## src/rtl/pingpong_capture_dma.sv

```systemverilog
module pingpong_capture_dma #(
  parameter int ADDR_W   = 16,
  parameter int CNT_W    = 16,
  parameter int RES_W    = 12,
  parameter int XFER_CYC = 4
) (
  input  logic              clk,
  input  logic              rst_n,
  input  logic              trig,
  input  logic [15:0]       src_data,
  input  logic              base_we,
  input  logic [ADDR_W-1:0] base_in,
  input  logic              count_we,
  input  logic [CNT_W-1:0]  count_in,
  input  logic              arm,
  input  logic              miss_clr,
  output logic              mem_we,
  output logic [ADDR_W-1:0] mem_addr,
  output logic [15:0]       mem_wdata,
  output logic              irq,
  output logic              armed,
  output logic              active_buf,
  output logic              miss_flag
);
  localparam int PH_W = (XFER_CYC > 2) ? $clog2(XFER_CYC) : 1;
  localparam logic [PH_W-1:0] PH_LAST = PH_W'(XFER_CYC - 1);
  localparam logic [PH_W-1:0] PH_ONE  = PH_W'(1);
  localparam logic [ADDR_W-1:0] STEP  = ADDR_W'(2);
  localparam logic [CNT_W-1:0] CNT_ONE = CNT_W'(1);

  logic [ADDR_W-1:0] base_q, addr_q;
  logic [CNT_W-1:0]  count_q, rem_q;
  logic [15:0]       data_q;
  logic [PH_W-1:0]   phase_q;
  logic              trig_q, armed_q, irq_q, buf_q, miss_q;

  logic trig_rise, busy, start, lost, finish, last_word, arm_ok;

  assign trig_rise = trig & ~trig_q;
  assign busy      = phase_q != '0;
  assign start     = trig_rise & armed_q & ~busy;
  assign lost      = trig_rise & (~armed_q | busy);
  assign finish    = phase_q == PH_LAST;
  assign last_word = finish && (rem_q == CNT_ONE);
  assign arm_ok    = arm & ~busy & (count_q != '0);

  assign mem_we     = finish;
  assign mem_addr   = addr_q;
  assign mem_wdata  = data_q;
  assign irq        = irq_q;
  assign armed      = armed_q;
  assign active_buf = buf_q;
  assign miss_flag  = miss_q;

  always_ff @(posedge clk or negedge rst_n) begin
    if (!rst_n) begin
      base_q  <= '0;
      count_q <= '0;
      trig_q  <= 1'b0;
    end else begin
      trig_q <= trig;
      if (base_we)  base_q  <= base_in;
      if (count_we) count_q <= count_in;
    end
  end

  always_ff @(posedge clk or negedge rst_n) begin
    if (!rst_n) begin
      phase_q <= '0;
      data_q  <= '0;
    end else begin
      if (start) begin
        phase_q <= PH_ONE;
        data_q  <= {{(16-RES_W){1'b0}}, src_data[RES_W-1:0]};
      end else if (busy) begin
        phase_q <= finish ? '0 : phase_q + PH_ONE;
      end
    end
  end

  always_ff @(posedge clk or negedge rst_n) begin
    if (!rst_n) begin
      addr_q  <= '0;
      rem_q   <= '0;
      armed_q <= 1'b0;
      irq_q   <= 1'b0;
      buf_q   <= 1'b0;
    end else begin
      if (arm_ok) begin
        addr_q  <= base_q;
        rem_q   <= count_q;
        armed_q <= 1'b1;
        irq_q   <= 1'b0;
      end else if (finish) begin
        addr_q <= addr_q + STEP;
        rem_q  <= rem_q - CNT_ONE;
        if (last_word) begin
          armed_q <= 1'b0;
          irq_q   <= 1'b1;
          buf_q   <= ~buf_q;
        end
      end
    end
  end

  always_ff @(posedge clk or negedge rst_n) begin
    if (!rst_n)        miss_q <= 1'b0;
    else if (lost)     miss_q <= 1'b1;
    else if (miss_clr) miss_q <= 1'b0;
  end


  addr_step_chk: assert property (@(posedge clk) disable iff (!rst_n)
    (mem_we && !last_word) |=> (mem_addr == $past(mem_addr) + STEP));


  done_irq_chk: assert property (@(posedge clk) disable iff (!rst_n)
    last_word |=> (irq && !armed));


  buf_toggle_chk: assert property (@(posedge clk) disable iff (!rst_n)
    $rose(irq) |-> (active_buf != $past(active_buf)));


  single_strobe_chk: assert property (@(posedge clk) disable iff (!rst_n)
    mem_we |=> !mem_we);


  miss_set_chk: assert property (@(posedge clk) disable iff (!rst_n)
    (trig && !trig_q && !armed) |=> miss_flag);


  data_hold_chk: assert property (@(posedge clk) disable iff (!rst_n)
    (busy && !finish) |=> $stable(mem_wdata));
endmodule

```

## config.mk

```make
export PLATFORM = sky130hd
export DESIGN_NAME = pingpong_capture_dma
export DESIGN_NICKNAME = d
export VERILOG_FILES = /design/src/rtl/pingpong_capture_dma.sv
export SDC_FILE = /design/constraint.sdc
export NUM_CORES = 1
export LEC_CHECK = 0
export ABC_AREA = 0
export BUFFER_PORTS_ARGS = -buffer_cell sky130_fd_sc_hd__buf_2
export CELL_PAD_IN_SITES_DETAIL_PLACEMENT = 0
export CELL_PAD_IN_SITES_GLOBAL_PLACEMENT = 1
export CORE_MARGIN = 2
export CORE_UTILIZATION = 46
export CTS_BUF_LIST = sky130_fd_sc_hd__clkbuf_8
export CTS_CLUSTER_SIZE = 30
export DETAILED_ROUTE_END_ITERATION = 8
export GPL_TIMING_DRIVEN = 0
export PLACE_DENSITY = 0.93
export SYNTH_ARGS = -nofsm -noshare
export SYNTH_HDL_FRONTEND = slang
export SYNTH_SLANG_ARGS = --single-unit
```

## constraint.sdc

```tcl
create_clock -name clk -period 5.9 [get_ports clk]
set_clock_uncertainty 0.2 [all_clocks]
set_input_delay 1.18 -clock clk [delete_from_list [all_inputs] [get_ports clk]]
set_output_delay 1.18 -clock clk [all_outputs]
set_load 0.03 [all_outputs]
```

==> results.ini <==
[sta]
max_freq_ghz=0.3672
maxSlewViolCount=0
period_share_pct=46.15
maxSlewHeadroom_pct=55.08
rsz0062_at_grt=false
fin_tns_setup_ns=0
hold_ws_ns=0.2728
worstMarginPinSlew_ns=0.6738
setup_viol=0
hold_viol=0
min_period_ns=2.723

[synthesis]
synth_top_flop_cell=dfrtp_1
synthDistinctLibCells=36
yosys_warnings=0
syn-instance-count=330
netlist_area_sq_um=3776
async_flop_share_pct=100.0
yosysTopAreaCellShare_pct=55.00
synth_seq_area_share_pct=55.00
synth-seq-cells=83
synth.area.top_cells=dfrtp_1, mux2_2, nand2_1
yosysTopAreaCell=dfrtp_1
synth.avg_cell_area_sq_um=11.44
synth-edff-count=0

[route]
wl_per_cell_microns=14.07
wirelength_mm=7.543
drc=0
first_iter_violations=69
firstDrtPassIters=4
via_count=2730
postRouteAntennaNets=0
via_per_inst=5.093

[setup_path]
cp.required_ns=4.52
ff2ff_path_depth=8
crit_type=register to primary output
reg2reg_from=phase_q[0]
rrSetupSlack_ns=3.63
cp-end-kind=primary output
reg2reg_to=rem_q[3]
crit_path_max_fanout=7
cp.arrival_ns=1.34
start_kind=register

[floorplanning]
io_pins=92
fp.dieW_microns=94.61
rows=33
coreArea_sq_um=8093
die_h_microns=94.61
start_util_pct=46.66
die-area_sq_um=8950

[layout]
area_delta_synth_final_pct=20.41
nFillCells=751
multi_input_area_sq_um=1597
layout-drive-gt1-share_pct=36.19
regArea_sq_um=2077
nNetsFinal=487
diodes=0

[hold_path]
hp-class=register to register
worstHoldEndpoint=active_buf
worstHoldPathCells=1
min_from=active_buf

[power]
power.leakage_nw=2.000
cellPowerDensity_nw_per_um2=470.2
peakVddDrop_mv=0.1542

[clocking]
cts_tree=done
clk_latency_ns=0.35
cts_resized=0
numCtsBuffers=9
root_buffer=clkbuf_8
clk_path_buf_depth=2
clkTransAtPathRegs_ns=0.08
cts_setup_buffers=0
ctsHoldBuffers=0
cts.sinks=83
h-tree-depth=3

[place]
port_buffers=81
place_congestion=0.7867
place_hpwl_mm=5.436

[global_route]
grt_start_max_net_pins=71
grt_pass1_wl_mm=12.32
grt_usage_pct=17.85
antenna_found_initial=0
overflow=0
grt_pass1_vias=2685

[flow_run]
cap_viol_max_count=0

[run_status]
status=finished, final reports clean

[cells in the mapped netlist, types with 6 or more instances]
cell / n
dfrtp_1: 83
mux2_2: 46
nand2_1: 45
o21ai_0: 29
xor2_1: 16
xnor2_1: 13
nor2_1: 12
nand3_1: 8
nor4_1: 8
clkbuf_1: 7
inv_1: 7
nand4_1: 7
ha_1: 6
nor3_1: 6
[metal layers]
layer | global-route usage [%] | vias up | part of all wire [%]
met1 | 24.08 | 1317 | 46
met3 | 4.469 | 8 | 5.4
met5 | 0 | - | 0
met4 | 6.763 | 0 | 1.5
li1 | - | 1328 | -
met2 | 27.90 | 77 | 47
[worst max path at each step]
stage	end	depth (start not counted)	start
finish	mem_we	2	phase_q[1]
floorplan	mem_wdata[10]	4	trig
global route	mem_we	2	phase_q[1]
CTS	mem_we	2	phase_q[1]
global placement	trig_q	1	rst_n
detailed placement	base_q[5]	3	base_we
[cells by family (layout without fill, tap and decap cells)]
family / after synthesis / count (layout) / synth area share, %
other: 1 / 4 / 0.09931
xor gates and xnor gates: 29 / 29 / 6.726
DFF: 83 / 83 / 55.00
and+or+nand+nor: 101 / 101 / 13.78
adders and majority gates: 6 / 6 / 1.988
muxes: 47 / 47 / 13.98
buffers and inverters: 25 / 123 / 3.016
AOI/OAI and AO/OA: 38 / 38 / 5.401
[flip-flops by register name, indices dropped and copies added, names as in the netlist, 2 cells and up]
name / cells
base_q: 16
count_q: 16
mem_addr: 16
rem_q: 16
mem_wdata: 12
phase_q: 2
[final cells by class]
class                      instances  area share, %
buffer                            18          1.926
clock buffer                       9          2.724
clock inverter                     7          1.513
inverter                           7         0.5779
multi-input combinational        225          35.11
sequential                        83          45.68
tap                              105          2.889
timing repair buffer              82          9.576
[power by group]
group / leakage, nW / internal (mW) / switching (mW)
clock: 0.0950 / 0.194 / 0.202
sequential: 0.991 / 0.753 / 0.180
combinational: 0.915 / 0.315 / 0.495
total: 2.00 / 1.26 / 0.877
[through the flow]
stage          total power [mW]  std cells  setup WS [ns]  instance area (sq um)  utilization [%]
2_1_floorplan             1.504        333          3.431                   3787                -
3_3_place_gp              1.727        519          2.831                   4324            53.43
3_5_place_dp              1.758        520          3.102                   4354            53.80
4_1_cts                   2.162        536          3.154                   4547            56.18
5_1_grt                   2.294        536          3.096                   4547            56.18
6_report                  2.138        536          3.177                   4547            56.18
[cell usage in the layout, fill, tap and decap left out, drive strengths merged, types with 8 or more instances in the layout]
cell type	instances
buf	93
clkbuf	16
nor2	12
xor2	16
nand2	45
nand4	8
xnor2	13
nand3	8
o21ai	29
dfrtp	83
mux2	46
nor4	10
[critical path, cell delays in order (launching register included)]
cell and delay [ns]:
dfrtp_1 0.39, ha_1 0.35, buf_2 0.26
No activity file was read; power rests on OpenSTA's default activity.
